**src/rtl/ccf_pkg.sv**
```systemverilog
package ccf_pkg;
  typedef enum logic [1:0] {
    OP_SUB_CMP  = 2'd0,
    OP_ADD_CMP  = 2'd1,
    OP_COND_SUB = 2'd2,
    OP_COND_ADD = 2'd3
  } ccf_op_e;

  typedef struct packed {
    logic loadCmp;
    logic loadImm;
  } ccf_strobe_t;

  localparam int FLAG_N = 3;
  localparam int FLAG_Z = 2;
  localparam int FLAG_C = 1;
  localparam int FLAG_V = 0;
endpackage

```
**src/rtl/ccf_ctrl.sv**
```systemverilog
module ccf_ctrl
  import ccf_pkg::*;
(
  input  logic        clk,
  input  logic        rst_n,
  input  logic        valid,
  input  ccf_op_e     opSel,
  input  logic [3:0]  condCode,
  input  logic [3:0]  flags,
  output ccf_strobe_t strobe,
  output logic        isSub
);
  logic fN, fZ, fC, fV;
  logic condHolds;
  logic isCond;

  assign fN = flags[FLAG_N];
  assign fZ = flags[FLAG_Z];
  assign fC = flags[FLAG_C];
  assign fV = flags[FLAG_V];

  always_comb begin
    unique case (condCode)
      4'd0:  condHolds = fZ;
      4'd1:  condHolds = !fZ;
      4'd2:  condHolds = fC;
      4'd3:  condHolds = !fC;
      4'd4:  condHolds = fN;
      4'd5:  condHolds = !fN;
      4'd6:  condHolds = fV;
      4'd7:  condHolds = !fV;
      4'd8:  condHolds = fC && !fZ;
      4'd9:  condHolds = !fC || fZ;
      4'd10: condHolds = (fN == fV);
      4'd11: condHolds = (fN != fV);
      4'd12: condHolds = !fZ && (fN == fV);
      4'd13: condHolds = fZ || (fN != fV);
      default: condHolds = 1'b1;
    endcase
  end

  assign isCond = (opSel == OP_COND_SUB) || (opSel == OP_COND_ADD);
  assign isSub  = (opSel == OP_SUB_CMP) || (opSel == OP_COND_SUB);

  always_comb begin
    strobe.loadCmp = valid && (!isCond || condHolds);
    strobe.loadImm = valid && isCond && !condHolds;
  end

  p_onehot_r6: assert property (@(posedge clk) disable iff (!rst_n)
    $onehot0({strobe.loadCmp, strobe.loadImm}));
  p_idle_r2: assert property (@(posedge clk) disable iff (!rst_n)
    !valid |-> !(strobe.loadCmp || strobe.loadImm));
  p_uncond_r10: assert property (@(posedge clk) disable iff (!rst_n)
    valid && !opSel[1] |-> strobe.loadCmp);
  p_never_true_r9: assert property (@(posedge clk) disable iff (!rst_n)
    valid && condCode == 4'd15 |-> !strobe.loadImm);
endmodule

```
**src/rtl/ccf_datapath.sv**
```systemverilog
module ccf_datapath
  import ccf_pkg::*;
#(
  parameter int DATA_W = 64
) (
  input  logic              clk,
  input  logic              rst_n,
  input  ccf_strobe_t       strobe,
  input  logic              isSub,
  input  logic              is64,
  input  logic [DATA_W-1:0] opA,
  input  logic [DATA_W-1:0] opB,
  input  logic [3:0]        immFlags,
  output logic [3:0]        flags
);
  localparam int HALF_W = DATA_W / 2;

  logic [DATA_W-1:0] bEff;
  logic [DATA_W:0]   sumWide;
  logic [HALF_W:0]   sumNarrow;
  logic [3:0]        cmpFlags;
  logic [3:0]        flagsNext;

  assign bEff = isSub ? ~opB : opB;
  assign sumWide   = {1'b0, opA} + {1'b0, bEff} + {{DATA_W{1'b0}}, isSub};
  assign sumNarrow = {1'b0, opA[HALF_W-1:0]} + {1'b0, bEff[HALF_W-1:0]}
                   + {{HALF_W{1'b0}}, isSub};

  always_comb begin
    if (is64) begin
      cmpFlags[FLAG_N] = sumWide[DATA_W-1];
      cmpFlags[FLAG_Z] = (sumWide[DATA_W-1:0] == '0);
      cmpFlags[FLAG_C] = sumWide[DATA_W];
      cmpFlags[FLAG_V] = (opA[DATA_W-1] == bEff[DATA_W-1])
                      && (sumWide[DATA_W-1] != opA[DATA_W-1]);
    end else begin
      cmpFlags[FLAG_N] = sumNarrow[HALF_W-1];
      cmpFlags[FLAG_Z] = (sumNarrow[HALF_W-1:0] == '0);
      cmpFlags[FLAG_C] = sumNarrow[HALF_W];
      cmpFlags[FLAG_V] = (opA[HALF_W-1] == bEff[HALF_W-1])
                      && (sumNarrow[HALF_W-1] != opA[HALF_W-1]);
    end
  end

  always_comb begin
    flagsNext = flags;
    if (strobe.loadCmp)      flagsNext = cmpFlags;
    else if (strobe.loadImm) flagsNext = immFlags;
  end

  always_ff @(posedge clk) begin
    if (!rst_n) flags <= 4'b0000;
    else        flags <= flagsNext;
  end

  p_hold_r2: assert property (@(posedge clk) disable iff (!rst_n)
    !(strobe.loadCmp || strobe.loadImm) |=> $stable(flags));
  p_imm_load_r7: assert property (@(posedge clk) disable iff (!rst_n)
    strobe.loadImm |=> flags == $past(immFlags));
  p_sub_equal_r3: assert property (@(posedge clk) disable iff (!rst_n)
    strobe.loadCmp && isSub && is64 && (opA == opB) |=> flags == 4'b0110);
  p_add_zero_r4: assert property (@(posedge clk) disable iff (!rst_n)
    strobe.loadCmp && !isSub && (opA == '0) && (opB == '0) |=> flags == 4'b0100);
endmodule

```
**src/rtl/cond_cmp_flags.sv**
```systemverilog
module cond_cmp_flags
  import ccf_pkg::*;
#(
  parameter int DATA_W = 64
) (
  input  logic              clk,
  input  logic              rst_n,
  input  logic              valid,
  input  logic [1:0]        opSel,
  input  logic              is64,
  input  logic [3:0]        condCode,
  input  logic [3:0]        immFlags,
  input  logic [DATA_W-1:0] opA,
  input  logic [DATA_W-1:0] opB,
  output logic [3:0]        flags
);
  ccf_strobe_t strobe;
  logic        isSub;

  ccf_ctrl i_ctrl (
    .clk      (clk),
    .rst_n    (rst_n),
    .valid    (valid),
    .opSel    (ccf_op_e'(opSel)),
    .condCode (condCode),
    .flags    (flags),
    .strobe   (strobe),
    .isSub    (isSub)
  );

  ccf_datapath #(.DATA_W(DATA_W)) i_datapath (
    .clk      (clk),
    .rst_n    (rst_n),
    .strobe   (strobe),
    .isSub    (isSub),
    .is64     (is64),
    .opA      (opA),
    .opB      (opB),
    .immFlags (immFlags),
    .flags    (flags)
  );
endmodule

```
**config.mk**
```make
export PLATFORM = sky130hd
export DESIGN_NAME = cond_cmp_flags
export DESIGN_NICKNAME = d
export VERILOG_FILES = /design/src/rtl/ccf_pkg.sv /design/src/rtl/ccf_ctrl.sv /design/src/rtl/ccf_datapath.sv /design/src/rtl/cond_cmp_flags.sv
export SDC_FILE = /design/constraint.sdc
export NUM_CORES = 1
export LEC_CHECK = 0
export BUFFER_PORTS_ARGS = -buffer_cell sky130_fd_sc_hd__buf_4
export CORE_UTILIZATION = 40
export DETAILED_ROUTE_END_ITERATION = 10
export GPL_TIMING_DRIVEN = 0
export SLEW_MARGIN = 30
export SYNTH_ARGS = -nofsm -noshare
export SYNTH_HDL_FRONTEND = slang
export SYNTH_HIERARCHICAL = 1
export SYNTH_SLANG_ARGS = --single-unit
```
**constraint.sdc**
```tcl
create_clock -name clk -period 6.6 [get_ports clk]
set_input_delay 1.32 -clock clk [delete_from_list [all_inputs] [get_ports clk]]
set_output_delay 1.32 -clock clk [all_outputs]
set_load 0.03 [all_outputs]
```
==> results of run 1 <==
## power groups by stage
stage	Sequential, mW	Clock (mW)	Combinational (mW)
final	0.0324	0.0968	0.895
after global routing	0.0326	0.0988	0.990
after CTS	0.0322	0.0974	0.880
after global placement	0.0324	0	0.877
after floorplan	0.0367	0	0.611
after detailed placement	0.0325	0	0.874
## cell type report
| cell class | count | area [µm²] |
|---|---|---|
| timing repair buffer | 143 | 1070 |
| multi-input combinational | 784 | 5440 |
| inverter | 22 | 82.6 |
| fill | 1504 | 6820 |
| sequential | 4 | 80.1 |
| tap | 180 | 225 |
| buffer | 34 | 143 |
| clock buffer | 3 | 75.1 |
## cells in the final DEF, fill, tap and decap left out, types with 7 or more instances in the layout
master,count
nand2b_1,10
nand3_1,11
nand4_1,30
nor2b_1,8
nor3_1,20
inv_1,22
buf_1,7
and4_1,8
a21oi_1,93
or3_1,8
a211oi_1,12
o21a_1,16
nand2_1,94
ha_1,78
nor4_1,9
o21ai_1,9
clkbuf_1,20
buf_4,143
o21ai_0,53
nor2_1,69
a31oi_1,12
o21bai_1,12
o211ai_1,16
a21o_1,10
xor2_1,85
xnor2_1,28
## tightest hold or removal path, cell delays in order (launching register included)
cell	delay, ns
dfxtp_1	0.34
o31ai_1	0.29
a311oi_1	0.05
## per-layer routing
metal  routed length [µm]  share of wire  GRT usage
met1                10100           0.51      0.409
met2                 7680           0.39      0.376
met3                 1800          0.091     0.0431
met4                  299          0.015     0.0509
met5                    0              0          0
## how the worst max path moves through the flow
stage | end | slack (ns) | cells past startpoint
floorplan | i_datapath/flags[2] | 1.59 | 17
global route | i_datapath/flags[2] | 0.18 | 17
detailed placement | i_datapath/flags[2] | 0.24 | 17
global placement | i_datapath/flags[2] | 0.30 | 18
finish | i_datapath/flags[2] | 0.46 | 17
CTS | i_datapath/flags[2] | 0.47 | 17
## metrics by stage
stage	power, mW	hold WS [ns]	util	cell area, µm²	worst slack, ns
global placement	0.910	0.729	0.506	7040	0.302
CTS	1.01	0.728	0.511	7120	0.475
floorplan	0.648	0.766	-	5750	1.59
finish	1.02	0.738	0.511	7120	0.459
detailed placement	0.907	0.721	0.506	7040	0.243
global route	1.12	0.766	0.511	7120	0.178
## cell families (layout without fill, tap and decap cells)
kind of cell	Yosys count	after routing	synth area share
compound gates	292	292	0.331
simple gates	291	291	0.252
xor+xnor	113	113	0.172
fa+ha+maj	79	79	0.173
buf+inv	56	202	0.0392
mux	9	9	0.0183
flops	4	4	0.0139
==> run summary, run 1 <==
Worst-path fanout max -> 10
Final Setup Violations -> 0
Worst r2r dst -> i_datapath/flags[2]
DP HPWL -> 17200 µm
CTS clock-pin slew for the worst setup and hold paths -> 0.03 ns
Max Clock Skew -> 0.000414 ns
Ys async rst share -> 0
Hold Startpoint -> i_datapath/flags[2]
Clock latency at the later pin of the worst-skew pair -> 0.23 ns
Initial DRC Count -> 537
Number of gates resized after cts -> 0
Slowest stage cell on the critical path -> buf_1
Fin. max-slew vios -> 0
Startpoint Class -> input pin
Num CTS Buffers -> 3
Gate power share -> 0.874
WP buf/inv -> 4
# nets final -> 1213
Ys flop type -> dfxtp_1
Synthesis-to-layout area growth -> 23.9%
Worst flop-to-flop path startpoint -> i_datapath/flags[3]
Switch Pwr -> 566 µW
Yosys top cell area share -> 0.170
Synthesized Nets -> 1065
Most instantiated cells after synthesis -> nand2_1, a21oi_1, xor2_1, ha_1, nor2_1
Ratio of cells with drive above 1 in the final layout -> 0.175
Mapped Avg Cell Area -> 6.81 µm²
Most frequent cell after synthesis -> nand2_1
Sequential power share -> 0.032
Setup TNS -> 0 ns
Core area -> 13900 µm²
Initial antenna violation count -> 0
RSZ-0062 raised after global routing -> no
DR vias -> 6856
Arr. time, crit path -> 6.28 ns
CP max stage delay -> 0.66 ns
Status -> completed
Critical path's top delay family -> compound AO/OA/AOI/OAI gates
Hold endpoint -> i_datapath/flags[2]
Post-synth EDFFs -> 0
Power density over the cells -> 144 nW/µm²
Inst Count DP -> 1167
GPL Wtd Cong -> 0.947
Number of synthesized register bits -> 4
Max-cap violation count -> 0
Syn Std Cell Area -> 5750 µm²
Largest net degree at the start of global routing -> 11
CP Launch Point -> opSel[0]
Crit. End Element -> register
Final hold vios -> 0
Slew margin rel. -> 0.411
Post-CTS Setup Bufs -> 0
Worst Hold Depth -> 2
Largest reg by FF count -> i_datapath/flags
Register area share after synthesis -> 0.0139
Period minus WS final -> 6.14 ns
Largest regs -> i_datapath/flags: 4 flops
Number of flip-flops in the largest register -> 4
Total GRT Usage -> 0.265
Yosys top cell by area -> ha_1
Worst slew pin tran -> 0.884 ns
Cells after synthesis -> 844
Drt drc -> 0
Die height -> 122 µm
Setup CP Type -> in2reg
Cell-internal power -> 458 µW
Num rows -> 43
Post-DR vias/cell -> 5.86
Die area -> 14800 µm²
Area contributors post-synth -> ha_1, xor2_1, a21oi_1, nand2_1, o21ai_0
Static leakage -> 3.01 nW
Cells along the critical path -> buf_4, inv_1, buf_2, buf_1, xor2_1, ha_1, nand2_1, o21bai_1, a31oi_1, o2111a_1, o22ai_1, o21bai_1, xor2_1, or4_1, nor4_1, nand4_1, a311oi_1
R2R setup slack -> 3.52 ns
CTS tree -> built
Req. time, crit path -> 6.74 ns
Horiz. Die Dim -> 122 µm
Vias in the first global route -> 6205
First-pass GRT wire length -> 31200 µm
Clk buf depth -> 2
Routed Antenna Nets -> 0
CTS HTree Levels -> 1
Fin cells -> 1170
First-pass DRT Iterations -> 5
Ys Warns -> 6
GRT overflow -> 0
Diodes inserted -> 0
Fmax -> 0.163 GHz
Clock share of power -> 0.095
DR WL/cell -> 16.9 µm
CTS root buf -> clkbuf_16
Worst IR drop on VDD -> 62.6 µV
Clock sinks -> 4
Hold-fix buffers, CTS -> 0
Worst reg2reg path depth -> 11
Net Sw Frac -> 0.552
Initial Util -> 0.412
Total wire length -> 19800 µm
Worst hold path type -> reg2reg
# IOs -> 146
PortBufs -> 143
Post-synth cell types -> 79
Tcrit/Tclk final -> 0.931
(Power assumes the default switching activity.)
==> run 2, diff against run 1 <==
- REMOVE_ABC_BUFFERS: not set -> 1
==> run 2 against run 1 <==
Register-to-register slack lost 0.08 ns. Cell count shrank 2.6%. Die area is the same. First-iteration DRC count grew 13%. Clock-buffer cell count is the same. Fmax grew 8.5%. Worst hold slack lost 0.019 ns. Core utilization shrank 0.75 points. Global-route usage shrank 1.2 points. Final area shrank 1.5%. Non-clock buffer count shrank 31. Clock skew is essentially flat. Largest power group unchanged.
==> run summary, run 2 (synthesis gave the netlist of run 1 again) <==
Die height -> 122 µm (unchanged)
Num CTS Buffers -> 3 (unchanged)
Final Setup Violations -> 0 (unchanged)
Period minus WS final -> 5.66 ns (-0.483 ns)
RSZ-0062 raised after global routing -> no
First-pass DRT Iterations -> 5 (unchanged)
GRT overflow -> 0 (unchanged)
Total Power -> 1.01 mW (-0.93%)
Total wire length -> 18900 µm (-4.7%)
Post-CTS Setup Bufs -> 0 (unchanged)
Design Area, Final -> 7010 µm² (-1.5%)
Clock latency at the later pin of the worst-skew pair -> 0.22 ns (about the same)
Fmax -> 0.177 GHz (+8.5%)
CTS root buf -> clkbuf_16
CTS HTree Levels -> 1 (unchanged)
Drt drc -> 0 (unchanged)
GPL Wtd Cong -> 0.963 (+1.7%)
First-pass GRT wire length -> 30200 µm (-3.3%)
Most common cell after layout, fill and taps aside -> buf_4
Initial DRC Count -> 607 (+13%)
Setup CP Type -> in2reg
Ratio of cells with drive above 1 in the final layout -> 0.177 (+0.00252)
Power density over the cells -> 145 nW/µm² (+0.56%)
Horiz. Die Dim -> 122 µm (unchanged)
Routed Antenna Nets -> 0 (unchanged)
CTS tree -> built
Status -> completed
Largest regs -> i_datapath/flags: 4 flops
Clock sinks -> 4 (unchanged)
Max-cap violation count -> 0 (unchanged)
Vias in the first global route -> 5922 (-4.6%)
Startpoint Class -> input pin
Largest net degree at the start of global routing -> 34 (+23)
PortBufs -> 145 (+1.4%)
Largest reg by FF count -> i_datapath/flags
# IOs -> 146 (unchanged)
Die area -> 14800 µm² (unchanged)
Fin. max-slew vios -> 0 (unchanged)
Total GRT Usage -> 0.252 (-0.0123)
Number of gates resized after cts -> 0 (unchanged)
Fillers -> 1488 (-1.1%)
Static leakage -> 2.97 nW (-1.4%)
Initial antenna violation count -> 0 (unchanged)
DR WL/cell -> 16.6 µm (-2.1%)
DR vias -> 6704 (-2.2%)
Most frequent cells in the layout -> buf_4, nand2_1, a21oi_1, xor2_1, ha_1
Initial Util -> 0.412 (unchanged)
Hold-fix buffers, CTS -> 0 (unchanged)
Clk buf depth -> 2 (unchanged)
DP HPWL -> 16300 µm (-5.1%)
Slew margin rel. -> 0.403 (-0.00766)
Synthesis-to-layout area growth -> 22.1%
Worst IR drop on VDD -> 66.5 µV (+6.3%)
Worst slew pin tran -> 0.891 ns (+0.00733 ns)
Crit. End Element -> register
Core area -> 13900 µm² (unchanged)
Tcrit/Tclk final -> 0.857 (-0.0732)
Diodes inserted -> 0 (unchanged)
# nets final -> 1182 (-2.6%)
Worst hold path type -> reg2reg
Num rows -> 43 (unchanged)
Max Clock Skew -> 0.000764 ns (+0.000350 ns)
Req. time, crit path -> 6.73 ns (about the same)
Placed Area -> 6940 µm² (-1.5%)
Final hold vios -> 0 (unchanged)
Min Hold Slack -> 0.719 ns (-0.0189 ns)
Number of flip-flops in the largest register -> 4 (unchanged)
CTS clock-pin slew for the worst setup and hold paths -> 0.03 ns (about the same)
Post-DR vias/cell -> 5.89 (+0.44%)
Worst-path fanout max -> 33 (+23)
Arr. time, crit path -> 5.79 ns (-0.49 ns)
==> run 2: path summary, 6_finish.rpt <==
path | from | to | slack (ns) | cells past startpoint
hold reg to reg | i_datapath/flags[2] | i_datapath/flags[2] | 0.72 | 2
hold / removal | i_datapath/flags[2] | i_datapath/flags[2] | 0.72 | 2
setup / recovery | opSel[0] | i_datapath/flags[2] | 0.94 | 17
setup reg to reg | i_datapath/flags[3] | i_datapath/flags[2] | 3.44 | 10
==> run 2: final cells by class <==
type,instances,area [µm²],area share
Inverter,22,85.1,0.0121
Clock buffer,3,75.1,0.0107
Timing Repair Buffer,146,1110,0.158
Sequential cell,4,80.1,0.0114
Tap cell,180,225,0.0321
Multi-Input combinational cell,784,5440,0.776
==> run 2: metal layers <==
| layer | wire length, µm | part of all wire | GRT usage |
|---|---|---|---|
| met1 | 9520 | 0.50 | 0.388 |
| met2 | 7670 | 0.41 | 0.379 |
| met3 | 1540 | 0.081 | 0.0248 |
| met4 | 174 | 0.0092 | 0.0378 |
| met5 | 0 | 0 | 0 |
==> run 2: critical path: stages <==
cell and delay, ns:
buf_4 0.12, inv_4 0.34, buf_12 0.30, xor2_1 0.23
inv_1 0.09, fa_1 0.44, nor2b_1 0.17, o21bai_1 0.13
a31oi_1 0.32, o2111a_1 0.37, o22ai_1 0.14, o21bai_1 0.43
xor2_1 0.16, or4_1 0.52, nor4_1 0.23, nand4_1 0.19
a311oi_1 0.27
==> run 2: through the flow <==
step           instances  worst slack, ns  setup TNS (ns)   util
2_1_floorplan        810            0.486               0      -
3_3_place_gp        1135           -0.935           -1.54  0.496
3_5_place_dp        1136            0.720               0  0.498
4_1_cts             1139            0.925               0  0.503
5_1_grt             1139            0.676               0  0.503
6_report            1139            0.942               0  0.503
==> run 2: power by group <==
group          switching [mW]  internal, mW
combinational           0.533         0.355
sequential            0.00419        0.0274
clock                  0.0170        0.0774
==> run 3, diff against run 2 <==
- PLACE_DENSITY: not set -> 0.69
==> run 3 against run 2 <==
Power down 0.42%. First-iteration DRC count is 11% higher. Critical path depth decreased by 1. Sequential power up 1%. Clock power increased by 1%. Clock skew about the same. Via count increased by 1.7%. Clock-buffer cell count stayed put. Final area hardly changed. Combinational power fell by 0.6%. Critical path type unchanged.
==> run summary, run 3 (synthesis gave the netlist of run 1 again) <==
Static leakage -> 2.97 nW (about the same)
Number of flip-flops in the largest register -> 4 (unchanged)
Initial Util -> 0.412 (unchanged)
Startpoint Class -> input pin
Clock latency at the later pin of the worst-skew pair -> 0.23 ns (about the same)
Worst-path fanout max -> 34 (+3.0%)
Horiz. Die Dim -> 122 µm (unchanged)
Diodes inserted -> 0 (unchanged)
Worst slew pin tran -> 0.789 ns (-0.102 ns)
First-pass GRT wire length -> 29500 µm (-2.3%)
DR WL/cell -> 16.3 µm (-1.7%)
Total GRT Usage -> 0.247 (-0.00579)
Arr. time, crit path -> 5.83 ns (+0.04 ns)
DR vias -> 6818 (+1.7%)
RSZ-0062 raised after global routing -> no
Largest regs -> i_datapath/flags: 4 flops
Net Sw Frac -> 0.545 (-0.00195)
Tcrit/Tclk final -> 0.863 (+0.00557)
Drt drc -> 0 (unchanged)
Cell-internal power -> 460 µW (about the same)
Worst IR drop on VDD -> 58.0 µV (-13%)
Hold-fix buffers, CTS -> 0 (unchanged)
DP HPWL -> 16000 µm (-1.8%)
CTS root buf -> clkbuf_16
Max-cap violation count -> 0 (unchanged)
Setup TNS -> 0 ns (unchanged)
Fmax -> 0.176 GHz (-0.65%)
Largest reg by FF count -> i_datapath/flags
Most frequent cells in the layout -> buf_4, nand2_1, a21oi_1, xor2_1, ha_1
Crit. End Element -> register
Final Setup Violations -> 0 (unchanged)
First-pass DRT Iterations -> 6 (+1)
Switch Pwr -> 550 µW (-0.77%)
Largest net degree at the start of global routing -> 35 (+2.9%)
Final hold vios -> 0 (unchanged)
Sequential power share -> 0.032 (about the same)
Post-CTS Setup Bufs -> 0 (unchanged)
Setup CP Type -> in2reg
Ratio of cells with drive above 1 in the final layout -> 0.178 (+0.00104)
CTS clock-pin slew for the worst setup and hold paths -> 0.03 ns (about the same)
Fillers -> 1482 (-0.40%)
PortBufs -> 145 (unchanged)
Die area -> 14800 µm² (unchanged)
Fin. max-slew vios -> 0 (unchanged)
Initial DRC Count -> 673 (+11%)
GPL Wtd Cong -> 0.974 (+1.1%)
Vias in the first global route -> 6010 (+1.5%)
Gate power share -> 0.874 (-0.002)
# nets final -> 1182 (unchanged)
Power density over the cells -> 144 nW/µm² (-0.51%)
Initial antenna violation count -> 0 (unchanged)
CTS tree -> built
Clock share of power -> 0.094 (about the same)
Core area -> 13900 µm² (unchanged)
Number of gates resized after cts -> 0 (unchanged)
Num CTS Buffers -> 3 (unchanged)
Req. time, crit path -> 6.74 ns (about the same)
Slowest stage cell on the critical path -> o21ai_0
Critical path's top delay family -> compound AO/OA/AOI/OAI gates
Fin cells -> 1139 (unchanged)
Period minus WS final -> 5.70 ns (+0.0368 ns)
# IOs -> 146 (unchanged)
Register Area -> 80.1 µm² (unchanged)
Worst hold path type -> reg2reg
Worst reg2reg path depth -> 10 (unchanged)
WP buf/inv -> 3 (-1)
Clk buf depth -> 2 (unchanged)
Slew margin rel. -> 0.468 (+0.0649)
CTS HTree Levels -> 1 (unchanged)
Synthesis-to-layout area growth -> 22.2% (about the same)
Status -> completed
Routed Antenna Nets -> 0 (unchanged)
Critical path depth -> 16 (-1)
Total wire length -> 18600 µm (-1.7%)
Post-DR vias/cell -> 5.99 (+1.7%)
Worst Hold Depth -> 2 (unchanged)
Num rows -> 43 (unchanged)
Cells along the critical path -> buf_4, inv_4, buf_12, xor2_1, ha_1, a21oi_1, o21a_1, o22ai_1, or3_1, o21ai_0, nand3_1, a41oi_1, o211ai_1, nor4_1, nand4_1, a311oi_1
Inst Count DP -> 1136 (unchanged)
Min Hold Slack -> 0.726 ns (+0.00742 ns)
Total Power -> 1.01 mW (-0.42%)
CP max stage delay -> 0.65 ns (+0.13 ns)
Die height -> 122 µm (unchanged)
Max Clock Skew -> 0.000650 ns (-0.000114 ns)
Most common cell after layout, fill and taps aside -> buf_4
Area of the multi-input gates -> 5450 µm² (+0.11%)
GRT overflow -> 0 (unchanged)
Clock sinks -> 4 (unchanged)
run 3: through the flow:
| stage | utilization | cell area, µm² | setup slack [ns] |
|---|---|---|---|
| 6_report | 0.504 | 7020 | 0.905 |
| 5_1_grt | 0.504 | 7020 | 0.563 |
| 4_1_cts | 0.503 | 7010 | 0.991 |
| 3_5_place_dp | 0.498 | 6940 | 0.772 |
| 3_3_place_gp | 0.496 | 6920 | -0.950 |
| 2_1_floorplan | - | 5600 | 0.486 |
run 3: power groups by stage:
stage / clock, mW / sequential (mW) / combinational, mW
floorplan: 0 / 0.0367 / 0.604
global placement: 0 / 0.0322 / 0.858
detailed placement: 0 / 0.0322 / 0.863
CTS: 0.0974 / 0.0320 / 0.868
global route: 0.0986 / 0.0324 / 0.973
finish: 0.0952 / 0.0320 / 0.883
run 3: final timing paths:
path,slack [ns],from,to
setup reg to reg,3.40,i_datapath/flags[3],i_datapath/flags[2]
hold / removal,0.73,i_datapath/flags[2],i_datapath/flags[2]
setup / recovery,0.90,opSel[0],i_datapath/flags[2]
hold reg to reg,0.73,i_datapath/flags[2],i_datapath/flags[2]
run 3: cell type report:
cell class	instances	share of cell area
Timing Repair Buffer	146	0.158
Inverter	22	0.0121
Sequential cell	4	0.0114
Multi-Input combinational cell	784	0.776
Clock buffer	3	0.0107
Tap cell	180	0.0321
run 3: metal layers:
metal,part of all wire,track usage
met5,0,0
met1,0.49,0.374
met3,0.090,0.0234
met4,0.013,0.0455
met2,0.41,0.373
run 3: tightest hold or removal path, stage by stage, from the launching register on:
cell      delay [ns]
dfxtp_1         0.33
o31ai_1         0.29
a311oi_1        0.05
